[config.mk]
export PLATFORM = sky130hd
export DESIGN_NAME = rc_subframe_deframer
export DESIGN_NICKNAME = d
export VERILOG_FILES = /design/src/rtl/rc_subframe_deframer.sv
export SDC_FILE = /design/constraint.sdc
export NUM_CORES = 1
export LEC_CHECK = 0
export BUFFER_PORTS_ARGS = -buffer_cell sky130_fd_sc_hd__buf_4
export CORE_UTILIZATION = 40
export DETAILED_ROUTE_END_ITERATION = 7
export PLACE_DENSITY = 0.67
export SYNTH_ARGS = -nofsm -noshare
export SYNTH_HDL_FRONTEND = slang
export SYNTH_SLANG_ARGS = --single-unit
[constraint.sdc]
create_clock -name clk -period 12.5 [get_ports clk]
set_clock_uncertainty 0.1 [all_clocks]
set_input_delay 0 -clock clk [delete_from_list [all_inputs] [get_ports clk]]
set_output_delay 0 -clock clk [all_outputs]
set_load 0.02 [all_outputs]
[src/rtl/rc_subframe_deframer.sv]
module rc_subframe_deframer #(
  parameter int OSR = 5,
  parameter int PRE_W = 12,
  parameter logic [PRE_W-1:0] PREAMBLE = 12'hF8B,
  parameter int LOST_LIMIT = 8
) (
  input  logic        clk,
  input  logic        rst_n,
  input  logic        sample_en,
  input  logic        rx_in,
  output logic [79:0] chan_values,
  output logic [7:0]  switches,
  output logic        failsafe,
  output logic        frame_valid,
  output logic        crc_err,
  output logic        link_lost
);
  localparam int WW = 10;
  localparam int NW = 9;
  localparam int FB = WW * NW;
  localparam int NCH = 8;
  localparam int PH_W = $clog2(OSR);
  localparam int CNT_W = $clog2(FB);
  localparam int LC_W = $clog2(LOST_LIMIT + 1);
  localparam logic [PH_W-1:0] PH_LAST = PH_W'(OSR - 1);
  localparam logic [PH_W-1:0] PH_DEC = PH_W'(OSR - 2);
  localparam logic [PH_W:0] VOTE_N = (PH_W+1)'(OSR - 2);
  localparam logic [CNT_W-1:0] BIT_LAST = CNT_W'(FB - 1);
  localparam logic [LC_W-1:0] LC_MAX = LC_W'(LOST_LIMIT);
  localparam logic [WW-1:0] POLY = 10'h233;

  // bit recovery
  logic rx_q, bit_v, bit_stb;
  logic [PH_W-1:0] ph, ph_n, vc, vote_sum;

  assign ph_n = (rx_in != rx_q) ? '0 : (ph == PH_LAST) ? '0 : ph + 1'b1;
  assign vote_sum = vc + PH_W'(rx_in);
  assign bit_v = {vote_sum, 1'b0} > VOTE_N;
  assign bit_stb = sample_en && (ph_n == PH_DEC);

  always_ff @(posedge clk or negedge rst_n) begin
    if (!rst_n) begin
      rx_q <= 1'b0;
      ph <= '0;
      vc <= '0;
    end else if (sample_en) begin
      rx_q <= rx_in;
      ph <= ph_n;
      vc <= (ph_n == '0) ? '0 : vote_sum;
    end
  end

  // framing
  logic collecting, done, commit;
  logic [PRE_W-1:0] hist, hist_n;
  logic [FB-1:0] fsr;
  logic [CNT_W-1:0] bcnt;

  assign hist_n = {hist[PRE_W-2:0], bit_v};
  assign commit = sample_en && done;

  always_ff @(posedge clk or negedge rst_n) begin
    if (!rst_n) begin
      collecting <= 1'b0;
      done <= 1'b0;
      hist <= '0;
      fsr <= '0;
      bcnt <= '0;
    end else begin
      if (commit) done <= 1'b0;
      if (bit_stb) begin
        if (!collecting) begin
          hist <= hist_n;
          if (hist_n == PREAMBLE) begin
            collecting <= 1'b1;
            bcnt <= '0;
          end
        end else begin
          fsr <= {fsr[FB-2:0], bit_v};
          if (bcnt == BIT_LAST) begin
            collecting <= 1'b0;
            done <= 1'b1;
            hist <= '0;
          end else begin
            bcnt <= bcnt + 1'b1;
          end
        end
      end
    end
  end

  // checking
  function automatic logic [WW-1:0] crc_word(input logic [WW-1:0] c, input logic [WW-1:0] d);
    logic [WW-1:0] r;
    r = c;
    for (int b = WW - 1; b >= 0; b--)
      r = {r[WW-2:0], 1'b0} ^ ((r[WW-1] ^ d[b]) ? POLY : '0);
    return r;
  endfunction

  logic [WW-1:0] wd [NW];
  logic [WW-1:0] crc_f, crc_r;
  logic ok, odd;

  always_comb begin
    for (int k = 0; k < NW; k++) wd[k] = fsr[FB-1-WW*k -: WW];
    crc_f = '0;
    crc_r = '0;
    for (int k = 0; k < 7; k++) begin
      crc_f = crc_word(crc_f, wd[k]);
      crc_r = crc_word(crc_r, wd[6-k]);
    end
  end

  assign ok = (crc_f == wd[7]) && (crc_r == wd[8]);
  assign odd = wd[0][9];

  // channel reconstruction
  function automatic logic [WW-1:0] apply_delta(input logic [WW-1:0] v, input logic [4:0] c);
    logic [WW+1:0] mag, wide;
    mag = ({{(WW-1){1'b0}}, 1'b1, c[1:0]} << c[3:2]) - (WW+2)'(4);
    wide = {2'b00, v};
    if (c[4]) return (mag > wide) ? '0 : WW'(wide - mag);
    wide = wide + mag;
    return (wide > (WW+2)'((1 << WW) - 1)) ? '1 : wide[WW-1:0];
  endfunction

  for (genvar i = 0; i < NCH; i++) begin : g_ch
    localparam int J = i % 4;
    localparam logic GRP = (i >= 4);
    logic [WW-1:0] val;
    logic have;
    logic [4:0] code;

    assign code = (J % 2 == 0) ? wd[5 + J/2][9:5] : wd[5 + J/2][4:0];
    assign chan_values[WW*i +: WW] = val;

    always_ff @(posedge clk or negedge rst_n) begin
      if (!rst_n) begin
        val <= '0;
        have <= 1'b0;
      end else if (commit && ok) begin
        if (odd == GRP) begin
          val <= wd[1 + J];
          have <= 1'b1;
        end else if (have) begin
          val <= apply_delta(val, code);
        end
      end
    end
  end

  // results
  logic [LC_W-1:0] lc;

  always_ff @(posedge clk or negedge rst_n) begin
    if (!rst_n) begin
      switches <= '0;
      failsafe <= 1'b0;
      frame_valid <= 1'b0;
      crc_err <= 1'b0;
      link_lost <= 1'b0;
      lc <= '0;
    end else begin
      frame_valid <= 1'b0;
      crc_err <= 1'b0;
      if (commit) begin
        if (ok) begin
          frame_valid <= 1'b1;
          switches <= wd[0][7:0];
          failsafe <= wd[0][8];
          lc <= '0;
          link_lost <= 1'b0;
        end else begin
          crc_err <= 1'b1;
          if (lc != LC_MAX) lc <= lc + 1'b1;
          if (lc >= LC_MAX - 1'b1) link_lost <= 1'b1;
        end
      end
    end
  end

  assert_strobe_excl_R7: assert property (@(posedge clk) disable iff (!rst_n)
    !(frame_valid && crc_err));
  assert_hold_on_error_R7: assert property (@(posedge clk) disable iff (!rst_n)
    crc_err |-> (chan_values == $past(chan_values)) && (switches == $past(switches))
                && (failsafe == $past(failsafe)));
  assert_strobe_on_sample_R8: assert property (@(posedge clk) disable iff (!rst_n)
    (frame_valid || crc_err) |-> $past(sample_en));
  assert_strobe_single_R8: assert property (@(posedge clk) disable iff (!rst_n)
    (frame_valid || crc_err) |=> !(frame_valid || crc_err));
  assert_lost_rise_R9: assert property (@(posedge clk) disable iff (!rst_n)
    $rose(link_lost) |-> crc_err);
  assert_lost_clear_R9: assert property (@(posedge clk) disable iff (!rst_n)
    frame_valid |-> !link_lost);
endmodule

==> results list, run 1 <==
- Counting flops with an async set or reset pin after synthesis yields a share of 100%.
* Net count, final: 2882
* Inserted Clock Buffers: 25
- Routability congestion estimate: 0.926
* Synthesized cell area: between 20000 and 25000 um^2
* Count of antenna diodes in the layout: 0
- Most common cell in the synthesized netlist: ha_1
- For this run, the total global-route usage over all layers was measured as 22.6%.
- The synthesized netlist devotes between 10% and 20% of its cell area to adder and majority cells.
- The checks that failed: negative hold slack.
* Initial core utilization: 40.6%
- Outcome: complete, but fails checks
- TritonCTS clock tree: built
- Number of hold violations in the final report: 4
- WL per Instance: 19.4 um
* Area of the core: around 56000 um^2
- Once the clock tree was built, the setup fixing pass inserted 0 buffers.
- Routed vias: 18700
* Largest family of logic cells by synthesized area: compound AO/OA/AOI/OAI gates
- Worst-Skew Late Latency: 540 ps
* Synth Area per Inst: a little under 9 um^2
* Startpoint type of the worst setup path: register
* PortBufs: 95
- After Yosys synthesis, XOR and XNOR cells account for 18.9% of the synthesized area.
- Number of instances resized during post-cts repair: 0
* Required time of the critical path: 12850 ps
- Vias in the first global route: 18400
- Yosys top cell area share: 23.5%
- Setup violation total in the final timing report: 0
* Startpoint-to-endpoint class of the critical path: register to register
* Total Routed Length: 65.7 mm
* Biggest fanout along the worst timing path: 41
* Max Clock Freq: 147 MHz
- The first routing iteration left about 1300 violations.
* Count of flip-flops with a built-in enable after synthesis: 0
* Max-capacitance violation count: 0
* Cell count after synthesis: about 2600
- Placed wire-length estimate: approximately 50 mm
- Synth area leader: dfrtp_1
- Final total negative setup slack: 0 ps
- Number of antenna violations at the first check in global routing: 0
- Area growth from synthesis to final layout: 9.14%
- Master cell of the clock root buffer: clkbuf_16
- In the routed layout, each cell is associated on average with a via count of 5.53.
- Number of levels the H-tree was split into: 1
- Post-route ant nets: 0
- Clock edge transition at the registers on the reported setup and hold paths: 60 ps
* Die Outline Area: 58200 um^2
* Mux contribution to synthesized area: between 3 and 4%
- In this run, distinct cell masters in the synthesized netlist total 79.
- Counting every sink on the clock net gives 215.
- In the final layout, the multi-input gates occupy 16000 um^2.
- Wire length of the first global-routing pass: 105 mm
- Basic-gate share of the synthesized area counting and, or, nand and nor cells: 11.3%
* Final max-slew violation count: 0
* Number of top-level pins: 96
- By area the synthesized netlist is led by dfrtp_1 23%, ha_1 14%, xnor3_1 7.5%.
* Type of element capturing the critical path: register
- Flop and latch count out of synthesis: 215
- The worst path uses 54.6% of the clock period.
* Fraction of layout cells with a size suffix above 1: ~10%
- GRT overflow: 0
* Slew at the pin closest to its max-slew limit: ~1300 ps
- Largest net degree at the start of global routing: 82
- Sequential cell area: between 5000 and 6000 um^2
- Summing the areas of all compound-gate instances in the mapped netlist gives 20.1% of the synthesized area.
- First-pass detailed-route iteration total: 5
* Synthesis Warnings: 0
* Unrepaired setup endpoints after global routing: false
- Sorting the synthesized cells by how often they occur yields 256 x ha_1, 253 x inv_1, 215 x dfrtp_1.
- Data arrival time of the worst path: 7170 ps
- Chip Height: between 200 and 250 um
- Post-synth top flop: dfrtp_1
* Final-layout worst hold slack: -5.73 ps
- Hold WC Path Type: input pin to async pin
- Counting I/O delays and the setup requirement, the final critical path takes 6820 ps.
- DRC Markers: 0
- The initialized floorplan defines 87 standard-cell rows.
- Sequential element share of the synthesized area: a little under a quarter
- In this run the horizontal extent of the chip is 241 um.
- Fill cell count: 5446
* Number of buffers on the longest clock path: 3
* Slew Limit Headroom: 14.3%
## metrics by stage
| stage | utilization, % | hold WS (ps) | worst slack, ps | instances | area (um^2) |
|---|---|---|---|---|---|
| 2_1_floorplan | - | -396 | 7330 | 2629 | 23000 |
| 3_5_place_dp | 42.7 | -69.8 | 5750 | 3330 | 24100 |
| 4_1_cts | 44.3 | 12.2 | 5730 | 3379 | 25000 |
| 3_3_place_gp | 42.7 | -77.7 | 5890 | 3330 | 24100 |
| 6_report | 44.3 | -5.73 | 5680 | 3379 | 25000 |
| 5_1_grt | 44.3 | 30.2 | 5340 | 3379 | 25000 |
## layout by cell type (no fill, tap or decap), types with 18 or more instances in the layout
cell / instances
xnor2_1: 190
o22ai_1: 18
or3_1: 22
mux2_2: 67
ha_1: 256
o21a_1: 48
buf_4: 110
nor3_1: 37
inv_1: 253
o31ai_1: 27
nor2_1: 152
a21o_1: 50
conb_1: 24
dfrtp_1: 214
nand3_1: 29
nor2b_1: 19
a21oi_1: 180
o21bai_1: 53
xnor3_1: 76
xor2_1: 69
clkbuf_16: 25
o21ai_0: 163
nand2b_1: 28
a31oi_1: 36
nand2_1: 194
nand4_1: 18
## flip-flops by register name, indices dropped and copies added (netlist names), 2 cells and up
| signal | flops |
|---|---|
| lc | 4 |
| bcnt | 7 |
| hist | 11 |
| ph | 3 |
| g_ch.val | 80 |
| switches | 8 |
| fsr | 90 |
| vc | 3 |
| g_ch.have | 2 |
## worst paths after layout
check                             from             end  slack, ps  depth (start not counted)
max                            fsr[28]  g_ch[2].val[1]       5680                         14
min                              rst_n            rx_q         -6                          3
max reg2reg                    fsr[28]  g_ch[2].val[1]       5680                         14
min reg2reg                switches[6]     switches[6]        390                          2
max in group asynchronous        rst_n         fsr[89]      11350                          3
min in group clk             sample_en           ph[0]        220                          3
## final cells by class
class	instances	area share (%)
clock buffers	33	2.78
clock inverters	11	0.480
inverters	254	3.81
multi-input cells	1994	64.0
flip-flops and latches	215	21.5
well taps	756	3.78
repair buffers	116	3.63
## per-layer routing
| metal | global-route usage (%) | wire length [um] | share of wire, % | up-vias |
|---|---|---|---|---|
| met1 | 31.5 | 30200 | 46 | 9165 |
| met4 | 4.93 | 1190 | 1.8 | 0 |
| li1 | - | - | - | 8921 |
| met3 | 2.05 | 3030 | 4.6 | 68 |
| met2 | 37.9 | 31200 | 48 | 540 |
| met5 | 0 | 0 | 0 | - |
## cells by family (layout without fill, tap and decap cells)
group,after synthesis,after routing
XOR/XNOR,350,350
AND/OR/NAND/NOR,557,557
flip-flops,215,215
buffers and inverters,420,414
adder cells (fa/ha/maj),272,272
multiplexers,75,75
AO/OA/AOI/OAI,716,716
other,2,24
## what timing repair did
| item | 4_1_cts | 5_1_grt |
|---|---|---|
| endpoints found under the setup margin | 0 | 0 |
| hold endpoints to repair | 86 | 0 |
| hold buffers | 5 | 0 |
## worst max-delay path, stage by stage (launching register included)
cell	delay [ps]
dfrtp_1	640
xnor3_2	570
xor3_2	480
xnor3_1	440
xnor3_2	510
xnor3_1	420
xnor2_2	200
xnor3_1	380
o21bai_1	180
mux4_2	470
or4_4	540
a21oi_4	980
buf_4	510
o21ai_0	150
o22ai_1	140
Power of run 1 is not shown: default switching activity piles up to over one toggle a cycle in this logic, so the estimate is an artifact.
==> run 2, diff against run 1 <==
==> constraint.sdc (replaced) <==
create_clock -name clk -period 6.43 [get_ports clk]
set_clock_uncertainty 0.1 [all_clocks]
set_input_delay 0 -clock clk [delete_from_list [all_inputs] [get_ports clk]]
set_output_delay 0 -clock clk [all_outputs]
set_load 0.02 [all_outputs]
==> results list, run 2 (synthesis results as in run 1) <==
* Master cell of the clock root buffer: clkbuf_16
- Number of levels the H-tree was split into: 1 (unchanged)
* Inserted Clock Buffers: 25 (unchanged)
* Global router's overall resource usage: 22.2% (-0.41 points)
- Hold WC Path Type: input pin to async pin
- Net count, final: 2893 (+0.38%)
- The number of design-rule violations left by the first detailed-router iteration is 1322 (-0.97%).
- Chip Height: 241 um (unchanged)
- Placement Setup Slack: 584 ps (-5170 ps)
- The total count of hold-check failures in the final report was 12 (+8).
- Critical Path, Cell by Cell: xor3_1 > xnor3_1 > xnor2_1 > xnor3_1 > xnor3_1 > nor4_1 > o21ai_0 > a222oi_1 > o2111ai_1 > or4_4 > a21oi_4 > buf_4 > o21ai_0 > o22ai_1
- The top cell types in the final layout, fill and taps aside, are 256 x ha_1, 253 x inv_1, 214 x dfrtp_1.
* Count of antenna diodes in the layout: 0 (unchanged)
- TritonCTS clock tree: built
* Routability congestion estimate: 0.943 (+1.8%)
- The critical-path maximum fanout was 40 (-2.4%).
* Crit share post-route: 92.3% (+38 points)
* Share of the core filled with cells in the final layout: 44.6% (+0.34 points)
- Count of standard-cell rows: 87 (unchanged)
- Clock edge transition at the registers on the reported setup and hold paths: 60 ps (about the same)
- Max-capacitance violation count: 0 (unchanged)
- Startpoint type of the worst setup path: register
* Type of element capturing the critical path: register
- Crit path max-delay cell type: or4_4
- DRC Markers: 0 (unchanged)
* Number of antenna violations at the first check in global routing: 0 (unchanged)
- The via count of the first global-routing pass was 18500 (+0.21%).
- Inst Count DP: 3342 (+0.36%)
* Number of top-level pins: 96 (unchanged)
* Unrepaired setup endpoints after global routing: false
- PortBufs: 95 (unchanged)
- Largest registers ranked by flip-flop count: fsr x90, g_ch.val x80, hist x11
* Largest stage delay on the critical path: 670 ps (-310 ps)
- WL per Instance: 19.1 um (-1.6%)
* Routed vias: 18700 (+0.23%)
* Data arrival time of the worst path: 6270 ps (-900 ps)
- The number of flip-flops under the largest register name was 90 (unchanged).
- Slew at the pin closest to its max-slew limit: 1310 ps (+26.4 ps)
- The number of search-and-repair iterations in the first detailed-routing pass is 5 (unchanged).
* Setup violation total in the final timing report: 0 (unchanged)
- The number of pins exceeding their max-slew limit in the final report is 0 (unchanged).
- Wire length of the first global-routing pass: 103 mm (-1.9%)
* Number of vias per cell: 5.53 (about the same)
* GRT met1 Usage: 30.4% (-1.0 points)
* Area of the core: 56500 um^2 (unchanged)
- The number of antenna-violating nets in the routed design was 0 (unchanged).
* Final WS setup: 497 ps (-5180 ps)
- Relative to the synthesized area, the layout overhead comes to 9.99%.
* Max Clock Freq: 169 MHz (+15%)
* Startpoint-to-endpoint class of the critical path: register to register
* Met3 layer usage reported by global route: 1.77% (-0.28 points)
- Placed wire-length estimate: 49.3 mm (about the same)
- The setup fix buffers added after clock tree synthesis came to 0 (unchanged).
- The die extent in x came to 241 um (unchanged).
- The number of buffers on the longest clock path was 3 (unchanged).
- Top reg by flops: fsr
- The clock latency at the later pin of the worst-skew pair was 520 ps (-20 ps).
- Min cycle time layout: 5930 ps (-889 ps)
- The sum of negative setup slack is 0 ps (unchanged).
- The worst path required time was 6770 ps (-6080 ps).
- Highest-utilization routing layer at the global route stage: met2
- Final-layout worst hold slack: -21.3 ps (-15.6 ps)
* GRT overflow: 0 (unchanged)
- Slew Limit Headroom: 12.5% (-1.8 points)
* Initial core utilization: 40.6% (unchanged)
- The maximum number of pins on one net before global-route repair was 109 (+33%).
- Leaving out fill and tap cells, the most frequent cell in the layout is ha_1.
- Fraction of layout cells with a size suffix above 1: 10.1% (+0.38 points)
- Outcome: complete, but fails checks
* Most used cell along the critical path: xnor3_1
- Violated checks: negative hold slack
* Met2 track utilization from global routing: 37.8% (-0.11 points)
* Count of non-filler cells in the finished layout: 3390 (+0.33%)
- The die outline area was 58200 um^2 (unchanged).
- Num Clock Sinks: 215 (unchanged)
* Total Routed Length: 64.8 mm (-1.3%)
## run 2: what timing repair did
item / CTS / global route
hold buffers: 4 / 0
endpoints found under the hold margin: 119 / 0
gates resized for setup: 0 / 0
## run 2: final cells by class
| class | instances | area, um^2 |
|---|---|---|
| timing repair buffer | 127 | 1010 |
| tap | 756 | 946 |
| sequential | 215 | 5380 |
| inverter | 254 | 953 |
| clock inverter | 10 | 200 |
| fill | 5444 | 31300 |
| clock buffer | 34 | 709 |
| multi-input combinational | 1994 | 16000 |
## run 2: worst paths after layout
kind | cells past startpoint | from | slack, ps | to
min in group clk | 3 | sample_en | 220 | ph[0]
max in group asynchronous | 3 | rst_n | 5080 | fsr[89]
min reg2reg | 2 | switches[4] | 400 | switches[4]
max reg2reg | 14 | fsr[88] | 500 | g_ch[3].val[0]
min | 2 | rst_n | -20 | vc[0]
max | 14 | fsr[88] | 500 | g_ch[3].val[0]
## run 2: critical path: cells and delay by family (launching register included)
family / cells / cell delay (ps)
xor+xnor: 5 / 2350
compound gates: 6 / 1360
simple gates: 2 / 950
flops: 1 / 640
buf+inv: 1 / 410
## run 2: metal layers
| layer | part of all wire [%] | vias up |
|---|---|---|
| met5 | 0 | - |
| met4 | 2.2 | 0 |
| li1 | - | 8940 |
| met1 | 45 | 9163 |
| met3 | 5.0 | 98 |
| met2 | 48 | 536 |
## run 2: metrics by stage
step / instance area, um^2 / hold WS (ps)
floorplan: 23000 / -396
global placement: 24200 / -15.7
detailed placement: 24200 / 1.06
CTS: 25200 / 25.6
global route: 25200 / 45.2
finish: 25200 / -21.3
Power of run 2 is left out for the same reason.
